<file path="config.mk">
export PLATFORM = sky130hd
export DESIGN_NAME = vcol_defect_fix
export DESIGN_NICKNAME = d
export VERILOG_FILES = /design/src/rtl/vcd_pkg.sv /design/src/rtl/vcd_regs.sv /design/src/rtl/vcd_locate.sv /design/src/rtl/vcd_apply.sv /design/src/rtl/vcol_defect_fix.sv
export SDC_FILE = /design/constraint.sdc
export NUM_CORES = 1
export LEC_CHECK = 0
export ABC_AREA = 1
export BUFFER_PORTS_ARGS = -buffer_cell sky130_fd_sc_hd__buf_2
export CORE_ASPECT_RATIO = 2
export CORE_MARGIN = 8
export CORE_UTILIZATION = 62
export DETAILED_ROUTE_END_ITERATION = 7
export GPL_ROUTABILITY_DRIVEN = 0
export PLACE_DENSITY = 0.78
export SYNTH_ARGS = -nofsm -noshare
export SYNTH_HDL_FRONTEND = slang
export SYNTH_HIERARCHICAL = 1
export SYNTH_SLANG_ARGS = --single-unit
export TNS_END_PERCENT = 50
</file>
<file path="constraint.sdc">
create_clock -name clk -period 5.2 [get_ports clk]
set_input_delay 1.04 -clock clk [delete_from_list [all_inputs] [get_ports clk]]
set_output_delay 1.04 -clock clk [all_outputs]
set_load 0.005 [all_outputs]
</file>
<file path="src/rtl/vcd_pkg.sv">
`timescale 1ns/1ps
// Package: shared layout and types for the vertical column defect corrector.
// Assumes a fixed 50-bit table entry and fixed positions for the control fields.
package vcd_pkg;
    localparam int ENT_W        = 50;
    localparam int POS_W        = 13;
    localparam int LVL_W        = 8;
    localparam int CTL_EN_BIT   = 0;
    localparam int CTL_METH_LSB = 1;
    localparam int CTL_CNT_LSB  = 3;

    typedef enum logic [1:0] {
        METH_NONE = 2'd0,
        METH_SUB  = 2'd1,
        METH_ALT2 = 2'd2,
        METH_ALT3 = 2'd3
    } meth_e;

    // Packed entry, MSB first: below, above, at levels, column, reference row
    typedef struct packed {
        logic [LVL_W-1:0] lvl_dn;
        logic [LVL_W-1:0] lvl_up;
        logic [LVL_W-1:0] lvl_at;
        logic [POS_W-1:0] hpos;
        logic [POS_W-1:0] vpos;
    } entry_t;
endpackage

</file>
<file path="src/rtl/vcd_regs.sv">
`timescale 1ns/1ps
// Module: vcd_regs
// Holds the control word (enable, method, count) and the defect table.
// Assumes address MAX_ENT is the control word and lower addresses are entries.
// Table writes are dropped while enable is set; control writes always land.
module vcd_regs
    import vcd_pkg::*;
#(
    parameter int MAX_ENT = 8,
    parameter int ADDR_W  = 4,
    parameter int CNT_W   = 4
) (
    input  logic                     clk,
    input  logic                     rst_n,
    input  logic                     wr_en,
    input  logic [ADDR_W-1:0]        wr_addr,
    input  logic [ENT_W-1:0]         wr_data,
    output logic                     ctl_en,
    output meth_e                    ctl_meth,
    output logic [CNT_W-1:0]         ctl_cnt,
    output entry_t [MAX_ENT-1:0]     tbl
);
    localparam logic [ADDR_W-1:0] CTL_ADDR = ADDR_W'(MAX_ENT);
    localparam logic [CNT_W-1:0]  CNT_MAX  = CNT_W'(MAX_ENT);

    logic [CNT_W-1:0] cnt_req;
    logic             ctl_hit;
    entry_t           ent_q [MAX_ENT];

    // Decode the control write and extract the requested count
    always_comb begin
        ctl_hit = wr_en && (wr_addr == CTL_ADDR);
        cnt_req = wr_data[CTL_CNT_LSB +: CNT_W];
    end

    // Control word register with the count clamped to the table depth
    always_ff @(posedge clk) begin
        if (!rst_n) begin
            ctl_en   <= 1'b0;
            ctl_meth <= METH_NONE;
            ctl_cnt  <= '0;
        end else if (ctl_hit) begin
            ctl_en   <= wr_data[CTL_EN_BIT];
            ctl_meth <= meth_e'(wr_data[CTL_METH_LSB +: 2]);
            ctl_cnt  <= (cnt_req > CNT_MAX) ? CNT_MAX : cnt_req;
        end
    end

    for (genvar gi = 0; gi < MAX_ENT; gi++) begin : g_ent
        // One table entry, writable only while correction is disabled
        always_ff @(posedge clk) begin
            if (!rst_n) begin
                ent_q[gi] <= '0;
            end else if (wr_en && !ctl_en && (wr_addr == ADDR_W'(gi))) begin
                ent_q[gi] <= entry_t'(wr_data);
            end
        end
        assign tbl[gi] = ent_q[gi];
    end
endmodule

</file>
<file path="src/rtl/vcd_locate.sv">
`timescale 1ns/1ps
// Module: vcd_locate
// Tracks row and column of each valid pixel and walks the sorted table with a
// single pointer. Flags a hit on a listed column and picks the level by row.
// Assumes in_sof/in_sol arrive only with in_valid, and entries below the count
// are in ascending column order.
module vcd_locate
    import vcd_pkg::*;
#(
    parameter int MAX_ENT = 8,
    parameter int CNT_W   = 4
) (
    input  logic                     clk,
    input  logic                     rst_n,
    input  logic                     in_valid,
    input  logic                     in_sof,
    input  logic                     in_sol,
    input  logic [CNT_W-1:0]         ctl_cnt,
    input  entry_t [MAX_ENT-1:0]     tbl,
    output logic                     hit,
    output logic [LVL_W-1:0]         level,
    output logic [POS_W-1:0]         row_q,
    output logic [POS_W-1:0]         col_q,
    output logic [CNT_W-1:0]         ptr_q
);
    logic [POS_W-1:0] row_cur;
    logic [POS_W-1:0] col_cur;
    logic [CNT_W-1:0] ptr_cur;
    entry_t           ent_sel;

    // Position of the current pixel, with the markers restarting the counts
    always_comb begin
        if (in_sof) begin
            row_cur = '0;
            col_cur = '0;
            ptr_cur = '0;
        end else if (in_sol) begin
            row_cur = row_q + 1'b1;
            col_cur = '0;
            ptr_cur = '0;
        end else begin
            row_cur = row_q;
            col_cur = col_q;
            ptr_cur = ptr_q;
        end
    end

    // Fetch the entry under the pointer
    always_comb begin
        ent_sel = '0;
        for (int i = 0; i < MAX_ENT; i++) begin
            if (ptr_cur == CNT_W'(i)) ent_sel = tbl[i];
        end
    end

    // Column match against the pointed entry and row-based level choice
    always_comb begin
        hit = in_valid && (ptr_cur < ctl_cnt) && (ent_sel.hpos == col_cur);
        if (row_cur < ent_sel.vpos)       level = ent_sel.lvl_up;
        else if (row_cur == ent_sel.vpos) level = ent_sel.lvl_at;
        else                              level = ent_sel.lvl_dn;
    end

    // Advance counters and pointer on each valid pixel
    always_ff @(posedge clk) begin
        if (!rst_n) begin
            row_q <= '0;
            col_q <= '0;
            ptr_q <= '0;
        end else if (in_valid) begin
            row_q <= row_cur;
            col_q <= col_cur + 1'b1;
            ptr_q <= ptr_cur + CNT_W'(hit);
        end
    end
endmodule

</file>
<file path="src/rtl/vcd_apply.sv">
`timescale 1ns/1ps
// Module: vcd_apply
// Subtracts the chosen level with a floor at zero and registers the pixel,
// valid and markers so the stage has exactly one cycle of latency.
// Assumes level is already selected for the current pixel.
module vcd_apply
    import vcd_pkg::*;
#(
    parameter int PIX_W = 14
) (
    input  logic               clk,
    input  logic               rst_n,
    input  logic               in_valid,
    input  logic               in_sof,
    input  logic               in_sol,
    input  logic [PIX_W-1:0]   in_pix,
    input  logic               do_fix,
    input  logic [LVL_W-1:0]   level,
    output logic               out_valid,
    output logic               out_sof,
    output logic               out_sol,
    output logic [PIX_W-1:0]   out_pix
);
    logic [PIX_W:0]   diff;
    logic [PIX_W-1:0] fixed;

    // Subtraction with borrow detection for the zero clamp
    always_comb begin
        diff  = {1'b0, in_pix} - {{(PIX_W+1-LVL_W){1'b0}}, level};
        fixed = diff[PIX_W] ? '0 : diff[PIX_W-1:0];
    end

    // Output register stage
    always_ff @(posedge clk) begin
        if (!rst_n) begin
            out_valid <= 1'b0;
            out_sof   <= 1'b0;
            out_sol   <= 1'b0;
            out_pix   <= '0;
        end else begin
            out_valid <= in_valid;
            out_sof   <= in_valid && in_sof;
            out_sol   <= in_valid && in_sol;
            out_pix   <= do_fix ? fixed : in_pix;
        end
    end
endmodule

</file>
<file path="src/rtl/vcol_defect_fix.sv">
`timescale 1ns/1ps
// Module: vcol_defect_fix
// Top of the vertical column defect corrector: register file, position and
// pointer tracker, and subtract/output stage.
// Assumes markers only with valid and a table sorted by column.
module vcol_defect_fix
    import vcd_pkg::*;
#(
    parameter  int MAX_ENT = 8,
    parameter  int PIX_W   = 14,
    localparam int ADDR_W  = $clog2(MAX_ENT + 1),
    localparam int CNT_W   = $clog2(MAX_ENT + 1)
) (
    input  logic               clk,
    input  logic               rst_n,
    input  logic               wr_en,
    input  logic [ADDR_W-1:0]  wr_addr,
    input  logic [ENT_W-1:0]   wr_data,
    input  logic               in_valid,
    input  logic               in_sof,
    input  logic               in_sol,
    input  logic [PIX_W-1:0]   in_pix,
    output logic               out_valid,
    output logic               out_sof,
    output logic               out_sol,
    output logic [PIX_W-1:0]   out_pix
);
    logic                 ctl_en;
    meth_e                ctl_meth;
    logic [CNT_W-1:0]     ctl_cnt;
    entry_t [MAX_ENT-1:0] tbl;
    logic                 hit;
    logic [LVL_W-1:0]     level;
    logic [POS_W-1:0]     row_q;
    logic [POS_W-1:0]     col_q;
    logic [CNT_W-1:0]     ptr_q;
    logic                 do_fix;

    vcd_regs #(.MAX_ENT(MAX_ENT), .ADDR_W(ADDR_W), .CNT_W(CNT_W)) u_regs (
        .clk      (clk),
        .rst_n    (rst_n),
        .wr_en    (wr_en),
        .wr_addr  (wr_addr),
        .wr_data  (wr_data),
        .ctl_en   (ctl_en),
        .ctl_meth (ctl_meth),
        .ctl_cnt  (ctl_cnt),
        .tbl      (tbl)
    );

    vcd_locate #(.MAX_ENT(MAX_ENT), .CNT_W(CNT_W)) u_locate (
        .clk      (clk),
        .rst_n    (rst_n),
        .in_valid (in_valid),
        .in_sof   (in_sof),
        .in_sol   (in_sol),
        .ctl_cnt  (ctl_cnt),
        .tbl      (tbl),
        .hit      (hit),
        .level    (level),
        .row_q    (row_q),
        .col_q    (col_q),
        .ptr_q    (ptr_q)
    );

    // Correction applies only when enabled, in subtraction mode, on a hit
    always_comb do_fix = hit && ctl_en && (ctl_meth == METH_SUB);

    vcd_apply #(.PIX_W(PIX_W)) u_apply (
        .clk       (clk),
        .rst_n     (rst_n),
        .in_valid  (in_valid),
        .in_sof    (in_sof),
        .in_sol    (in_sol),
        .in_pix    (in_pix),
        .do_fix    (do_fix),
        .level     (level),
        .out_valid (out_valid),
        .out_sof   (out_sof),
        .out_sol   (out_sol),
        .out_pix   (out_pix)
    );
endmodule

</file>
* After elaboration in Yosys (flattened, before gate mapping)
Memory sizes are Yosys's and may differ from the RTL's. Index checks and enable logic that the tools add are counted.
Cells by class: muxes and demuxes 52, eq/ne operators 18, add/sub/neg operators 4, reduce and logical (&&, ||, !) cells 19, magnitude comparators 3, bitwise operators 8
Operators with widths (number):
- 2-to-1 mux 50 bit | 16
- 2-to-1 mux 13 bit | 4
- == test 4 x 3 -> 1 bit (second input constant) | 8
- 2-to-1 mux 14 bit | 2
- adder 13 x 1 -> 13 bit (second input constant) | 2
- == test 13 bit | 2
- 2-to-1 mux 1 bit | 25
- == test 4 x 2 -> 1 bit (second input constant) | 4
- logical AND 1 bit | 16
- 2-to-1 mux 8 bit | 2
- subtractor 14 x 8 -> 15 bit | 1
- < comparator 13 bit | 1
- 2-to-1 mux 4 bit | 3
- == test 4 x 1 -> 1 bit (second input constant) | 2
- logical NOT 4 bit | 2
- bitwise OR 1 bit | 8
- adder 4 x 1 -> 4 bit | 1
- == test 4 bit (second input constant) | 1
- > comparator 4 bit (second input constant) | 1
- < comparator 4 bit | 1
- == test 2 x 1 -> 1 bit (second input constant) | 1
- logical NOT 1 bit | 1
Storage, ports and cells: output and inout port bits 17, RAM bits 400, input port bits 74, word-level logic and storage cells 115, register bits 54, memories kept 1
Memory list:
- u_regs.ent_q | depth 8, bits a word 50, read ports 8, clocked after Yosys merged registers in 0, write ports 8, RTL line vcd_regs.sv:28 | entry_t ent_q [MAX_ENT];

* Logic depth before layout (Yosys ltp)
depth in word-level cells 17, gate-level depth with buffers 37, mapped depth without buffers 33

* Modules after synthesis
Netlist, hierarchy kept.
By module, submodules not included:
- vcd_regs | area each 14323.7 µm², cells each 976, seq. area each 12151.7 µm², times used 1
- vcd_locate | area each 5564.1 µm², cells each 1033, seq. area each 600.6 µm², times used 1
- vcd_apply | area each 1157.4 µm², cells each 176, seq. area each 340.3 µm², times used 1
- vcol_defect_fix | area each 17.5 µm², cells each 4, seq. area each 0.0 µm², times used 1

* Worst setup path after synthesis
Ideal clock, no wire load.
path kind input -> register, from input port in_sol, to register u_apply.out_pix[10], data arrival time 4774 ps, setup time 121 ps, buffers on the path 4, required time 5079 ps, stages 30, setup slack 304 ps, path through buf_6 inv_8 nand3_4 nor2_4 nand2_1 inv_2 buf_2 buf_1 nand2_1 nand4_1 a21oi_1 ha_1 nand2_1 nor3_1 and3_1 clkbuf_1 inv_1 nand3_1 o21ai_0 o21ai_0 inv_1 ha_1 nand2_1 inv_1 nand2_1 nand3_2 nand2_2 nand2_4 o21ai_4 nor2_1
On the way: cells in the longest elaborated chain, start to end 17, elaborated cells between the ends (all ways) 35, those cells by class 1 x add/sub; 2 x order compare; 9 x eq/ne; 18 x mux; 5 x reduce/logical
Ends and longest elaborated chain:
- from (decl) | RTL line vcol_defect_fix.sv:21 | input logic in_sol,
- branches (longest 13 deep; another with < comparator 13 bit)
- 2-to-1 mux 8 bit * | RTL line vcd_locate.sv:59 | if (row_cur < ent_sel.vpos) level = ent_sel.lvl_up;
- net level[4] | RTL line vcol_defect_fix.sv:33 | logic [LVL_W-1:0] level;
- subtractor 14 x 8 -> 15 bit * | RTL line vcd_apply.sv:29 | diff = {1'b0, in_pix} - {{(PIX_W+1-LVL_W){1'b0}}, level};
- 2-to-1 mux 14 bit * | RTL line vcd_apply.sv:30 | fixed = diff[PIX_W] ? '0 : diff[PIX_W-1:0];
- 2-to-1 mux 14 bit * | RTL line vcd_apply.sv:44 | out_pix <= do_fix ? fixed : in_pix;
- to (signal assigned) | RTL line vcd_apply.sv:44
- to (decl) | RTL line vcd_apply.sv:22 | output logic [PIX_W-1:0] out_pix
Mark *: on every way through the listed nets, which the timed path passes. A chain may end at the register's enable or synchronous reset.

* Final worst setup path
Same ends and word-level chain as after synthesis.

==> results_dict.tcl <==
set metrics [dict create \
    min_period_over_period_pct 93.48 \
    path_class "input port to flop" \
    place_ws_ns -0.1813 \
    startpoint_type "input port" \
    core_area_mm2 0.03352 \
    ys_ff_latch 454 \
    routed_via_density 5.918 \
    synthArstFlopShare_pct 0 \
    die_y_um 276.7 \
    cp.arrival_ns 5.29 \
    maxCapViolations 0 \
    insertion_delay_ns 0.54 \
    antenna_cells 0 \
    tightest_slew_ns 1.213 \
    fin_ws_ns 0.3391 \
    min_from "u_locate/col_q[1]" \
    post_cts_buffers 0 \
    cp_slowest_cell "ha_1" \
    first_iter_violations 1476 \
    cpMostUsedCell "nand2_1" \
    clock_path_buffers 3 \
    io_buffer_count 90 \
    max_slew_margin_pct 18.83 \
    detailed_place_hpwl_um 39460 \
    synth_edf_count 400 \
    finalCriticalPeriod_ns 4.861 \
    yosysSeqAreaShare_pct 62.16 \
    numCtsBuffers 40 \
    setup_violations 0 \
    vias 16480 \
    cts_tree "built" \
    detail-route-antenna-nets 0 \
    synth-main-ff-cell "edfxtp_1" \
    power_density_mw_per_mm2 321.8 \
    max_stage_delay_ns 0.31 \
    grt-ovfl-total 0 \
    wl_per_cell_um 20.65 \
    drtPass1Iterations 6 \
    syn-cell-area_mm2 0.02106 \
    fin_skew_ns 0.008535 \
    max-vdd-ir-drop_mv 0.3361 \
    cp-end-kind "flop" \
    die_area_mm2 0.04048 \
    ys_warn_count 6 \
    dp_cells 2714 \
    final_cells 2785 \
    grt_max_degree 43 \
    cts.sinks 454 \
    fill_cells 2536 \
    synthCells 2189 \
    fin_tns_setup_ns 0 \
    syn_area_per_cell_um2 9.622 \
    p_total_mw 7.622 \
    drive_gt1_share_pct 13.37 \
    hold_path_class "flop to flop" \
    power.leakage_nw 9.974 \
    drc_errors 0 \
    status "complete, no violations" \
    synth_nets 2292 \
    path_max_fanout 14 \
    cts_root_buf "clkbuf_16" \
    most-common-layout-cells "506 x nor2_1, 429 x nand2_1, 400 x edfxtp_1, 193 x inv_1, 102 x a21oi_1" \
    cp.required_ns 5.63 \
    critPathLaunch "in_sol" \
    antenna_found_initial 1 \
    hold_buffers 0 \
    start_util_pct 62.84 \
    synth_cell_types 54 \
    area_growth_pct 12.46 \
    fp.dieW_um 146.3 \
    hold_viol_final 0 \
    clock.fmax_ghz 0.2057 \
    rows 95 \
    layout_commonest_cell "nor2_1" \
    rsz0062_at_grt "false" \
    clk_pin_slew_ns 0.07 \
    grt.total_usage_pct 28.20 \
    grt_pass1_wl_um 88800 \
    reg2reg_from "u_locate/ptr_q[3]" \
    h-tree-depth 2 \
    slew_viol_final 0 \
    reg2reg_slack_ns 0.58 \
    final_nets 2423 \
    ios 91 \
    whs_ns 0.4816 \
    drt-total-wl_um 57520 \
    grt_pass1_vias 16760 \
]
## synthesized netlist by cell type, types with 9 or more instances
master      n  area (µm²)
or2_2       9       56.30
dfxtp_1    54        1081
a21oi_1   103       515.5
edfxtp_1  400       12010
nand2_1   437        1640
inv_1     193       724.4
clkbuf_1   65       244.0
ha_1       28       350.3
nor2_1    508        1907
o21ai_0    54       270.3
buf_2      23       115.1
nor3_1     16       80.08
o211ai_1   13       97.59
a221oi_1   12       105.1
xor2_1     13       113.9
nand3_1    97       485.5
nand4_1    64       400.4
## metrics by stage
stage / utilization, % / area [µm²]
final: 70.67 / 23690
after global routing: 70.67 / 23690
after CTS: 70.64 / 23680
after detailed placement: 67.01 / 22460
after global placement: 67.01 / 22460
after floorplan: - / 21060
## path summary, 6_finish.rpt
check / endpoint / cells after the start
setup / recovery: u_apply/out_pix[10] / 31
hold / removal: u_locate/col_q[1] / 2
setup reg to reg: u_apply/out_pix[10] / 29
hold reg to reg: u_locate/col_q[1] / 2
## critical path: cells and delay by family
family          cells  cell delay (ns)
simple gates       15             1.48
compound gates      5             1.06
buf+inv             9             1.04
fa+ha+maj           2             0.62
## logic make-up after synthesis
kind of cell / after synthesis / share of synthesized area [%]
simple gates: 1169 / 23.32
flops: 454 / 62.16
xor+xnor: 14 / 0.5822
fa+ha+maj: 29 / 1.758
buf+inv: 308 / 5.994
compound gates: 215 / 6.184
## power by group
group	internal (mW)	leakage, nW	switching (mW)	total [mW]
logic	0.199	4.79	0.445	0.644
clock network	1.51	0.582	1.31	2.82
registers	4.11	4.60	0.0475	4.16
total	5.82	9.97	1.80	7.62
## routing by layer
layer | global-route usage, % | vias to the layer above | part of all wire (%) | wire (µm)
li1 | - | 7559 | - | -
met1 | 28.95 | 7817 | 33 | 18850
met2 | 51.75 | 873 | 53 | 30500
met3 | 4.467 | 232 | 8.1 | 4649
met4 | 18.41 | 2 | 6.1 | 3509
met5 | 0 | - | 0.019 | 11
## timing repair
item | 4_1_cts | 5_1_grt
endpoints found under the hold margin | 0 | 0
endpoints found under the setup margin | 0 | 8
gates resized for setup | 0 | 3
## registers in the layout, summed over array words and instances, names as in the netlist
name and count:
u_regs/ctl_meth 2, u_locate/col_q 13, u_regs/ctl_en 1, u_apply/out_sof 1
u_locate/ptr_q 4, u_locate/row_q 13, u_apply/out_valid 1, u_regs/ctl_cnt 4
u_apply/out_pix 14, u_regs/ent_q 400, u_apply/out_sol 1
## layout make-up
class / instances / area [µm²] / area share [%]
Sequential cell: 454 / 13090 / 55.27
Clock buffer: 49 / 1056 / 4.458
Clock inverter: 22 / 161.4 / 0.6814
Inverter: 207 / 794.5 / 3.354
Timing Repair Buffer: 190 / 1276 / 5.388
Multi-Input combinational cell: 1427 / 6761 / 28.54
Tap cell: 436 / 545.5 / 2.303
Note: power is estimated with default switching activity, not from simulation.
